File: config.mk
export PLATFORM = sky130hd
export DESIGN_NAME = busCycleSeq
export DESIGN_NICKNAME = d
export VERILOG_FILES = /design/src/rtl/busSeqPkg.sv /design/src/rtl/busSeqCtrl.sv /design/src/rtl/busSeqPath.sv /design/src/rtl/busCycleSeq.sv
export SDC_FILE = /design/constraint.sdc
export NUM_CORES = 1
export LEC_CHECK = 0
export ABC_AREA = 1
export BUFFER_PORTS_ARGS = -buffer_cell sky130_fd_sc_hd__buf_2
export CORE_MARGIN = 10
export CORE_UTILIZATION = 25
export CTS_BUF_LIST = sky130_fd_sc_hd__clkbuf_4
export DETAILED_ROUTE_END_ITERATION = 16
export SKIP_LAST_GASP = 1
export SLEW_MARGIN = 10
export SYNTH_ARGS = -nofsm -noshare
export SYNTH_HDL_FRONTEND = slang
export SYNTH_SLANG_ARGS = --single-unit
File: constraint.sdc
create_clock -name clk -period 1.51 [get_ports clk]
set_clock_uncertainty 0.05 [all_clocks]
set_input_delay 0.3775 -clock clk [delete_from_list [all_inputs] [get_ports clk]]
set_output_delay 0.3775 -clock clk [all_outputs]
set_load 0.005 [all_outputs]
File: src/rtl/busSeqPkg.sv
package busSeqPkg;
  typedef enum logic [2:0] {TS_IDLE, TS_T1, TS_T2, TS_T3, TS_T4} tState_e;

  // Strobes from control to datapath
  typedef struct packed {
    logic load;       // latch request inputs
    logic driveAddr;  // put low address byte on the bus
    logic driveData;  // put accumulator byte on the bus
    logic capture;    // take the read byte into the opcode register
  } pathCtl_t;

  localparam logic KIND_IOWR  = 1'b0;
  localparam logic KIND_FETCH = 1'b1;
endpackage

File: src/rtl/busSeqCtrl.sv
module busSeqCtrl
  import busSeqPkg::*;
(
  input  logic     clk,
  input  logic     rstN,
  input  logic     startReq,
  input  logic     cycType,
  output pathCtl_t ctl,
  output logic     ale,
  output logic     wrN,
  output logic     rdN,
  output logic     ioM,
  output logic     s1,
  output logic     s0,
  output logic     done
);
  tState_e tState, nextT;
  logic    halfSel;
  logic    kindQ;
  logic    busy, lastT, accept;

  assign busy   = (tState != TS_IDLE);
  assign lastT  = (kindQ == KIND_IOWR  && tState == TS_T3) ||
                  (kindQ == KIND_FETCH && tState == TS_T4);
  assign done   = lastT && halfSel;
  assign accept = startReq && (!busy || done);

  always_comb begin
    case (tState)
      TS_T1:   nextT = TS_T2;
      TS_T2:   nextT = TS_T3;
      TS_T3:   nextT = (kindQ == KIND_FETCH) ? TS_T4 : TS_IDLE;
      default: nextT = TS_IDLE;
    endcase
  end

  always_ff @(posedge clk or negedge rstN) begin
    if (!rstN) begin
      tState  <= TS_IDLE;
      halfSel <= 1'b0;
      kindQ   <= KIND_IOWR;
    end else if (accept) begin
      tState  <= TS_T1;
      halfSel <= 1'b0;
      kindQ   <= cycType;
    end else if (busy) begin
      halfSel <= ~halfSel;
      if (halfSel) tState <= nextT;
    end
  end

  always_comb begin
    ctl.load      = accept;
    ctl.driveAddr = (tState == TS_T1);
    ctl.driveData = (kindQ == KIND_IOWR) && (tState == TS_T2 || tState == TS_T3);
    ctl.capture   = (kindQ == KIND_FETCH) && (tState == TS_T3) && halfSel;
    ale = (tState == TS_T1) && !halfSel;
    wrN = !((kindQ == KIND_IOWR) &&
            (tState == TS_T2 || (tState == TS_T3 && !halfSel)));
    rdN = !((kindQ == KIND_FETCH) && (tState == TS_T2 || tState == TS_T3));
    ioM = busy && (kindQ == KIND_IOWR);
    s1  = busy && (kindQ == KIND_FETCH);
    s0  = busy;
  end
endmodule

File: src/rtl/busSeqPath.sv
module busSeqPath
  import busSeqPkg::*;
#(
  parameter int DATA_W = 8
) (
  input  logic                  clk,
  input  logic                  rstN,
  input  pathCtl_t              ctl,
  input  logic                  cycType,
  input  logic [2*DATA_W-1:0]   addrIn,
  input  logic [DATA_W-1:0]     accIn,
  input  logic [DATA_W-1:0]     adIn,
  output logic [DATA_W-1:0]     addrHi,
  output logic [DATA_W-1:0]     adOut,
  output logic                  adOe,
  output logic [DATA_W-1:0]     opcode
);
  localparam int ADDR_W = 2 * DATA_W;

  logic [ADDR_W-1:0] addrQ;
  logic [DATA_W-1:0] accQ;
  logic [DATA_W-1:0] opQ;

  always_ff @(posedge clk or negedge rstN) begin
    if (!rstN) begin
      addrQ <= '0;
      accQ  <= '0;
      opQ   <= '0;
    end else begin
      if (ctl.load) begin
        // a port number appears on both halves of the address
        addrQ <= (cycType == KIND_IOWR) ? {addrIn[DATA_W-1:0], addrIn[DATA_W-1:0]}
                                        : addrIn;
        accQ  <= accIn;
      end
      if (ctl.capture) opQ <= adIn;
    end
  end

  assign addrHi = addrQ[ADDR_W-1:DATA_W];
  assign adOe   = ctl.driveAddr | ctl.driveData;
  assign adOut  = ctl.driveAddr ? addrQ[DATA_W-1:0] :
                  ctl.driveData ? accQ : '0;
  assign opcode = opQ;
endmodule

File: src/rtl/busCycleSeq.sv
module busCycleSeq
  import busSeqPkg::*;
#(
  parameter int DATA_W = 8
) (
  input  logic                clk,
  input  logic                rstN,
  input  logic                startReq,
  input  logic                cycType,
  input  logic [2*DATA_W-1:0] addrIn,
  input  logic [DATA_W-1:0]   accIn,
  input  logic [DATA_W-1:0]   adIn,
  output logic [DATA_W-1:0]   addrHi,
  output logic [DATA_W-1:0]   adOut,
  output logic                adOe,
  output logic                ale,
  output logic                wrN,
  output logic                rdN,
  output logic                ioM,
  output logic                s1,
  output logic                s0,
  output logic [DATA_W-1:0]   opcode,
  output logic                done
);
  pathCtl_t ctl;

  busSeqCtrl u_ctrl (
    .clk(clk), .rstN(rstN), .startReq(startReq), .cycType(cycType),
    .ctl(ctl), .ale(ale), .wrN(wrN), .rdN(rdN),
    .ioM(ioM), .s1(s1), .s0(s0), .done(done)
  );

  busSeqPath #(.DATA_W(DATA_W)) u_path (
    .clk(clk), .rstN(rstN), .ctl(ctl), .cycType(cycType),
    .addrIn(addrIn), .accIn(accIn), .adIn(adIn),
    .addrHi(addrHi), .adOut(adOut), .adOe(adOe), .opcode(opcode)
  );
endmodule

==> results.py, run 1 <==
metrics = {
    "placed_design": {
        "dp.final_hpwl_mm": 4.18,
        "placed_cells": 389,
        "preCtsSetupSlack_ns": 0.0281,
        "numPortBuffers": 67,
        "place.gp.congestion": 0.817,
    },
    "clocking": {
        "cts_tree": "built",
        "cts-root-buf": "clkbuf_4",
        "cts_made_buffers": 5,
        "htree_levels": 2,
        "path_clk_slew_ns": 0.12,
        "cts_buffer_depth": 2,
        "clock_sinks": 37,
        "clkLatencyLatePin_ns": 0.34,
    },
    "timing": {
        "timing.setup.tns_ns": -6.04,
        "max_freq_ghz": 0.529,
        "tightest_slew_ns": 0.390,
        "rsz0062_at_grt": "true",
        "post-route-period-util": 1.25,
        "final_hold_viol_count": 0,
        "relSlewSlack": 0.740,
        "period_minus_slack_ns": 1.89,
        "setup_ws_ns": -0.381,
        "whs_ns": 0.177,
        "final_max_slew_viol_count": 0,
        "setup_viol": 40,
    },
    "min_path": {
        "hp-start": "adIn[4]",
        "hp-class": "in -> reg",
    },
    "critical_path": {
        "r2r_cells": 8,
        "startpoint": "u_ctrl.tState[2]",
        "critPathKind": "reg -> out",
        "endpoint": "adOut[5]",
        "cp-start-kind": "flop",
        "worstPathMaxFanout": 5,
        "crit_arrival_ns": 1.46,
        "end_kind": "primary output",
        "r2r-start": "u_ctrl.tState[0]",
        "reg2reg_slack_ns": -0.07,
        "critPathRequiredTime_ns": 1.08,
        "r2r-end": "u_path.addrQ[14]",
    },
    "die": {
        "start_util": 0.256,
        "ioPinCount": 68,
        "row_count": 31,
        "dieArea_um2": 11200,
        "coreArea_um2": 7210,
        "chipHeight_um": 106,
        "die_x_um": 106,
    },
    "synthesis": {
        "synth_cell_types": 23,
        "yosys_warnings": 0,
        "netlist_instances": 226,
        "syn_area_um2": 1840,
        "yosysSeqAreaShare": 0.502,
        "yosys_register_bits": 37,
        "syn_avg_cell_area_um2": 8.16,
        "syn_nets": 262,
    },
    "drt": {
        "drc_errors": 0,
        "wl_mm": 5.79,
        "dr_total_vias": 1717,
        "wire_per_inst_um": 14.1,
        "drt-vias-per-instance": 4.19,
        "antenna_left": 0,
        "drt_first_pass_iters": 4,
        "first_iter_violations": 59,
    },
    "power_and_ir_drop": {
        "p_leak_uw": 0.00144,
        "p_total_uw": 5340,
        "powerDensity_nw_per_um2": 2060,
        "ir_drop_mv": 0.612,
    },
    "grt": {
        "grt_pass1_wl_mm": 9.05,
        "grt_overflow": 0,
        "grt_start_max_net_pins": 27,
        "grt_use_total": 0.0977,
        "grt_pass1_vias": 1827,
        "grt_antenna_before_repair": 0,
    },
    "finish": {
        "stdcell_count": 410,
        "syn_to_final_growth_pct": 40.8,
        "drive_above_1_share": 0.441,
        "fin_nets": 346,
        "diodes": 0,
    },
    "status": {
        "status": "complete, but fails checks",
        "violations": "negative setup slack",
    },
    "run": {
        "drv_cap": 0,
    },
}
==> flip-flops by register name, summed over array words and instances, names as in the netlist <==
signal          cells
u_path.opcode       8
u_path.addrQ       16
u_ctrl.tState       3
u_path.accQ         8
u_ctrl.kindQ        1
u_ctrl.halfSel      1
==> worst min-delay path by stage <==
stage | to | slack, ns | cells past startpoint
4_1_cts | u_path.opcode[4] | 0.16 | 3
6_report | u_path.opcode[4] | 0.18 | 3
2_1_floorplan | u_ctrl.halfSel | 0.03 | 0
3_5_place_dp | u_path.opcode[1] | 0.26 | 1
3_3_place_gp | u_path.opcode[1] | 0.26 | 1
5_1_grt | u_path.opcode[2] | 0.17 | 3
==> power breakdown <==
group,total [uW],internal (uW),switching [uW]
logic,3010,1400,1610
clock network,543,196,347
registers,1790,1480,311
total,5340,3070,2270
==> repair_timing <==
action,CTS,global route
endpoints found under the hold margin,13,0
gates resized for setup,5,39
pin swaps,0,9
gates cloned,0,3
setup endpoints to repair,16,43
setup buffers,4,5
hold buffers,1,0
==> logic make-up after synthesis <==
kind of cell    Yosys count  share of synthesized area
mux                       8                     0.0488
compound gates            5                     0.0156
buf+inv                  27                     0.0841
simple gates            149                      0.349
flops                    37                      0.502
==> layout make-up <==
class,count,area (um2)
clock buffer,6,45.0
clock inverter,2,10.0
fill,791,4620
inverter,11,43.8
multi-input combinational,163,847
sequential,37,930
tap,99,124
timing repair buffer,92,598
==> Yosys cell counts <==
master	number	area (um2)
nand2_1	107	402
dfrtp_1	37	926
nand3_1	25	125
buf_4	10	75.1
inv_1	8	30.0
mux2_2	8	90.1
nor2_1	7	26.3
o21ai_0	4	20.0
clkbuf_1	3	11.3
buf_6	2	22.5
inv_2	2	7.51
nand2_2	2	12.5
a21oi_2	1	8.76
buf_2	1	5.00
clkinv_1	1	3.75
nand2_4	1	11.3
nand3_2	1	10.0
nand3_4	1	17.5
nand3b_1	1	7.51
nor2_2	1	6.26
nor2_4	1	11.3
nor3_1	1	5.00
nor3_2	1	10.0
==> stage by stage <==
stage | cell area [um2] | util
after floorplan | 1840 | -
after global placement | 2300 | 0.319
after detailed placement | 2300 | 0.319
after CTS | 2420 | 0.335
after global routing | 2600 | 0.360
final | 2600 | 0.360
==> layer usage <==
metal / global-route usage / part of all wire / up-vias
li1: - / - / 875
met1: 0.121 / 0.46 / 784
met2: 0.152 / 0.46 / 54
met3: 0.0411 / 0.076 / 4
met4: 0.0290 / 0.0074 / 0
met5: 0 / 0 / -
==> cells in the final DEF (no fill, tap or decap), drive strengths merged <==
cell         count
a21oi            1
buf             91
clkbuf           6
clkinv           2
dfrtp           37
dlygate4sd3      1
inv             11
mux2             8
nand2          111
nand3           27
nand3b           1
nor2             9
nor3             2
o21ai            4
==> critical path, cell delays in order (launching register included) <==
cell,delay (ns)
dfrtp_2,0.47
nor2_4,0.15
nand2_2,0.08
inv_2,0.08
buf_6,0.11
nand2_1,0.06
nand2_2,0.06
buf_2,0.11
Power figures use the tool's default switching activity.
==> run 2, diff against run 1 <==
clock period = 1.8 ns   (was 1.51 ns; I/O delays follow)
==> results.py, run 2 (synthesis results as in run 1) <==
metrics = {
    "status": {
        "status": "complete, but fails checks",
        "violations": "negative setup slack",
    },
    "grt": {
        "grt_overflow": 0,
        "use_met2": 0.160,
        "grt_use_met1": 0.128,
        "grt_start_max_net_pins": 38,
        "grt_pass1_wl_mm": 9.35,
        "grtUsageMet3": 0.0368,
        "grt_antenna_before_repair": 0,
        "busiest_layer": "met2",
        "grt_pass1_vias": 1841,
        "grt_use_total": 0.102,
    },
    "timing": {
        "final_max_slew_viol_count": 0,
        "final_hold_viol_count": 0,
        "relSlewSlack": 0.669,
        "tightest_slew_ns": 0.497,
        "setup_ws_ns": -0.138,
        "setup_viol": 12,
        "period_minus_slack_ns": 1.94,
        "max_freq_ghz": 0.516,
        "rsz0062_at_grt": "true",
        "post-route-period-util": 1.08,
        "timing.setup.tns_ns": -1.16,
    },
    "die": {
        "dieArea_um2": 11200,
        "start_util": 0.256,
        "row_count": 31,
        "die_x_um": 106,
        "coreArea_um2": 7210,
        "chipHeight_um": 106,
        "ioPinCount": 68,
    },
    "drt": {
        "wl_mm": 5.65,
        "drt-vias-per-instance": 4.29,
        "wire_per_inst_um": 14.2,
        "antenna_left": 0,
        "drc_errors": 0,
        "drt_first_pass_iters": 4,
        "first_iter_violations": 59,
        "dr_total_vias": 1707,
    },
    "critical_path": {
        "critPathRequiredTime_ns": 1.30,
        "cp-start-kind": "flop",
        "reg2reg_slack_ns": 0.14,
        "r2r-end": "u_path.addrQ[8]",
        "r2r_cells": 8,
        "end_kind": "primary output",
        "startpoint": "u_ctrl.tState[1]",
        "r2r-start": "u_ctrl.tState[1]",
        "crit_arrival_ns": 1.44,
        "worstPathMaxFanout": 5,
        "critPathKind": "reg -> out",
    },
    "finish": {
        "layout_common_cells": "nand2_1 (98), buf_2 (65), dfrtp_1 (35)",
        "drive_above_1_share": 0.411,
        "fin_nets": 335,
        "stdcell_count": 398,
        "regMostFlops": "u_path.addrQ",
        "syn_to_final_growth_pct": 32.4,
        "diodes": 0,
        "largest_reg_flops": 16,
        "final_common_cell": "nand2_1",
    },
    "power_and_ir_drop": {
        "powerDensity_nw_per_um2": 1670,
        "p_leak_uw": 0.00136,
        "ir_drop_mv": 0.445,
    },
    "placed_design": {
        "placed_cells": 382,
        "dp.final_hpwl_mm": 4.10,
        "place.gp.congestion": 0.806,
        "numPortBuffers": 67,
    },
    "clocking": {
        "clock_sinks": 37,
        "cts-root-buf": "clkbuf_4",
        "cts_made_buffers": 5,
        "postCtsHoldBufs": 0,
        "cts_buffer_depth": 2,
        "cts_tree": "built",
        "htree_levels": 2,
        "clkLatencyLatePin_ns": 0.34,
        "path_clk_slew_ns": 0.12,
    },
    "run": {
        "drv_cap": 0,
    },
    "min_path": {
        "hp-class": "in -> async",
    },
}
[run 2: critical path, stage by stage, from the launching register on]
cell	delay (ns)
dfrtp_1	0.42
inv_2	0.08
nor2_4	0.10
nand2_2	0.08
clkinv_4	0.07
buf_6	0.12
nand2_2	0.04
nand2_1	0.06
buf_2	0.11
[run 2: cell type report]
| cell class | count | area, um2 |
|---|---|---|
| repair buffers | 82 | 479 |
| clock buffers | 6 | 45.0 |
| fillers | 796 | 4770 |
| inverters | 11 | 46.3 |
| multi-input cells | 162 | 816 |
| clock inverters | 1 | 3.75 |
| flip-flops and latches | 37 | 928 |
| well taps | 99 | 124 |
[run 2: per-stage QoR]
step / hold WS, ns / setup slack [ns] / utilization / instance area, um2 / total power [uW]
floorplan: 0.104 / 0.297 / - / 1840 / 2690
global placement: 0.399 / 0.213 / 0.310 / 2230 / 3330
detailed placement: 0.408 / 0.170 / 0.310 / 2230 / 3370
CTS: 0.101 / -0.148 / 0.328 / 2370 / 3980
global route: 0.124 / -0.236 / 0.339 / 2440 / 4490
finish: 0.0940 / -0.138 / 0.339 / 2440 / 4080
[run 2: where the power goes]
group | switching, uW | leakage (uW) | total, uW | internal (uW)
Combinational | 1230 | 0.000880 | 2150 | 919
Sequential | 262 | 0.000452 | 1500 | 1240
Clock | 276 | 0.0000292 | 433 | 157
[run 2: timing repair]
| action | CTS | global route |
|---|---|---|
| setup endpoints to repair | 13 | 16 |
| setup buffers | 6 | 2 |
| gates cloned | 1 | 0 |
| gates resized for setup | 11 | 19 |
| pin swaps | 0 | 3 |
[run 2: worst max-delay path by stage]
stage / cells past startpoint / endpoint
6_report: 8 / adOut[4]
5_1_grt: 8 / adOut[0]
4_1_cts: 5 / adOut[3]
3_5_place_dp: 7 / adOut[0]
3_3_place_gp: 7 / adOut[2]
2_1_floorplan: 3 / ale
[run 2: routing by layer]
layer,vias up,wire length (um)
li1,851,-
met1,791,2660
met2,57,2540
met3,8,385
met4,0,56
met5,-,0
==> run 3, diff against run 2 <==
MAX_ROUTING_LAYER = met4   (was not set)
==> results.py, run 3 (synthesis results as in run 1) <==
metrics = {
    "die": {
        "coreArea_um2": 7210,
        "die_x_um": 106,
        "row_count": 31,
        "chipHeight_um": 106,
        "start_util": 0.256,
        "ioPinCount": 68,
        "dieArea_um2": 11200,
    },
    "finish": {
        "syn_to_final_growth_pct": 32.4,
        "fin_nets": 335,
        "layout_common_cells": "nand2_1 (98), buf_2 (65), dfrtp_1 (35)",
        "final_common_cell": "nand2_1",
        "regArea_um2": 928,
        "drive_above_1_share": 0.411,
        "nFillCells": 796,
        "multi_input_area_um2": 816,
        "largest_reg_flops": 16,
        "diodes": 0,
        "regMostFlops": "u_path.addrQ",
        "stdcell_count": 398,
    },
    "power_and_ir_drop": {
        "clkPwrFrac": 0.107,
        "ir_drop_mv": 0.448,
        "internal_power_uw": 2310,
        "p_leak_uw": 0.00136,
        "powerDensity_nw_per_um2": 1670,
        "pwr-share-comb": 0.526,
        "power_frac_seq": 0.367,
        "switching_share": 0.434,
        "p_switching_uw": 1770,
    },
    "timing": {
        "final_max_slew_viol_count": 0,
        "timing.setup.tns_ns": -1.17,
        "setup_ws_ns": -0.141,
        "relSlewSlack": 0.668,
        "tightest_slew_ns": 0.497,
        "rsz0062_at_grt": "true",
        "final_hold_viol_count": 0,
        "setup_viol": 12,
        "post-route-period-util": 1.08,
        "period_minus_slack_ns": 1.94,
        "max_freq_ghz": 0.515,
    },
    "drt": {
        "wl_met2_mm": 2.54,
        "top_layer_used": "met4",
        "wl_mm": 5.64,
        "drt_first_pass_iters": 4,
        "drc_errors": 0,
        "antenna_left": 0,
        "first_iter_violations": 65,
        "wire_per_inst_um": 14.2,
        "drt-met1-wl_mm": 2.69,
        "dr_total_vias": 1723,
        "dr_wl_met3_um": 349,
        "drt-vias-per-instance": 4.33,
    },
    "clocking": {
        "htree_levels": 2,
        "cts-root-buf": "clkbuf_4",
        "clock_sinks": 37,
        "clkLatencyLatePin_ns": 0.34,
        "cts_buffer_depth": 2,
        "cts_made_buffers": 5,
        "cts_tree": "built",
        "path_clk_slew_ns": 0.12,
    },
    "critical_path": {
        "critPathRequiredTime_ns": 1.30,
        "critPathKind": "reg -> out",
        "end_kind": "primary output",
        "crit_arrival_ns": 1.44,
        "worstPathMaxFanout": 5,
        "reg2reg_slack_ns": 0.13,
        "cp-start-kind": "flop",
    },
    "placed_design": {
        "dp.final_hpwl_mm": 4.10,
        "placed_cells": 382,
        "place.gp.congestion": 0.818,
        "numPortBuffers": 67,
    },
    "grt": {
        "grt_start_max_net_pins": 38,
        "grt_overflow": 0,
        "grt_use_total": 0.105,
        "grt_antenna_before_repair": 0,
        "grt_pass1_wl_mm": 9.34,
        "grt_pass1_vias": 1841,
    },
    "run": {
        "drv_cap": 0,
    },
    "status": {
        "violations": "negative setup slack",
        "status": "complete, but fails checks",
    },
    "min_path": {
        "hp-class": "in -> async",
    },
}
[run 3: cell counts in the layout (fill, tap and decap cells not counted)]
No cell type changed its count.
[run 3: worst max-delay path, cell delays in order, from the launching register on]
cell and delay, ns:
dfrtp_1 0.42, inv_2 0.08, nor2_4 0.10, nand2_2 0.08, clkinv_4 0.07, buf_6 0.12
nand2_2 0.04, nand2_1 0.07, buf_2 0.11
[run 3: metrics by stage]
step | cell area, um2 | setup WS (ns) | hold WS, ns | util | power (uW)
after floorplan | 1840 | 0.297 | 0.104 | - | 2690
after detailed placement | 2230 | 0.170 | 0.408 | 0.310 | 3370
after global placement | 2230 | 0.213 | 0.399 | 0.310 | 3330
after CTS | 2370 | -0.148 | 0.101 | 0.328 | 3980
final | 2440 | -0.141 | 0.0900 | 0.339 | 4090
after global routing | 2440 | -0.236 | 0.124 | 0.339 | 4490
[run 3: path summary, 6_finish.rpt]
kind,from,endpoint,cells past startpoint
worst min-delay path,rstN,u_path.addrQ[4],2
max in group asynchronous,rstN,u_ctrl.tState[0],2
min in group clk,adIn[6],u_path.opcode[6],3
worst max-delay path,u_ctrl.tState[1],adOut[4],8
worst min register to register,u_path.addrQ[9],u_path.addrQ[9],2
worst max register to register,u_ctrl.tState[1],u_path.addrQ[8],8
[run 3: power groups by stage]
| stage | combinational, uW | sequential (uW) | clock, uW |
|---|---|---|---|
| after detailed placement | 1870 | 1500 | 0 |
| after global routing | 2460 | 1550 | 487 |
| after floorplan | 1240 | 1460 | 0 |
| final | 2150 | 1500 | 437 |
| after CTS | 2050 | 1490 | 453 |
| after global placement | 1840 | 1490 | 0 |
[run 3: layout make-up]
cell class / count / area share
Timing Repair Buffer: 82 / 0.196
Multi-Input combinational cell: 162 / 0.334
Clock inverter: 1 / 0.00154
Inverter: 11 / 0.0190
Clock buffer: 6 / 0.0184
Tap cell: 99 / 0.0507
Sequential cell: 37 / 0.380
[run 3: routing by layer]
layer,vias up,track usage
met5,-,-
met4,0,0.0319
met3,10,0.0332
met2,57,0.160
met1,804,0.129
li1,852,-
[run 3: repair_timing]
action,CTS,global route
gates cloned,1,0
pin swaps,0,3
hold buffers,0,0
buffers inserted,6,2
gates resized for setup,11,19
endpoints found under the setup margin,13,16
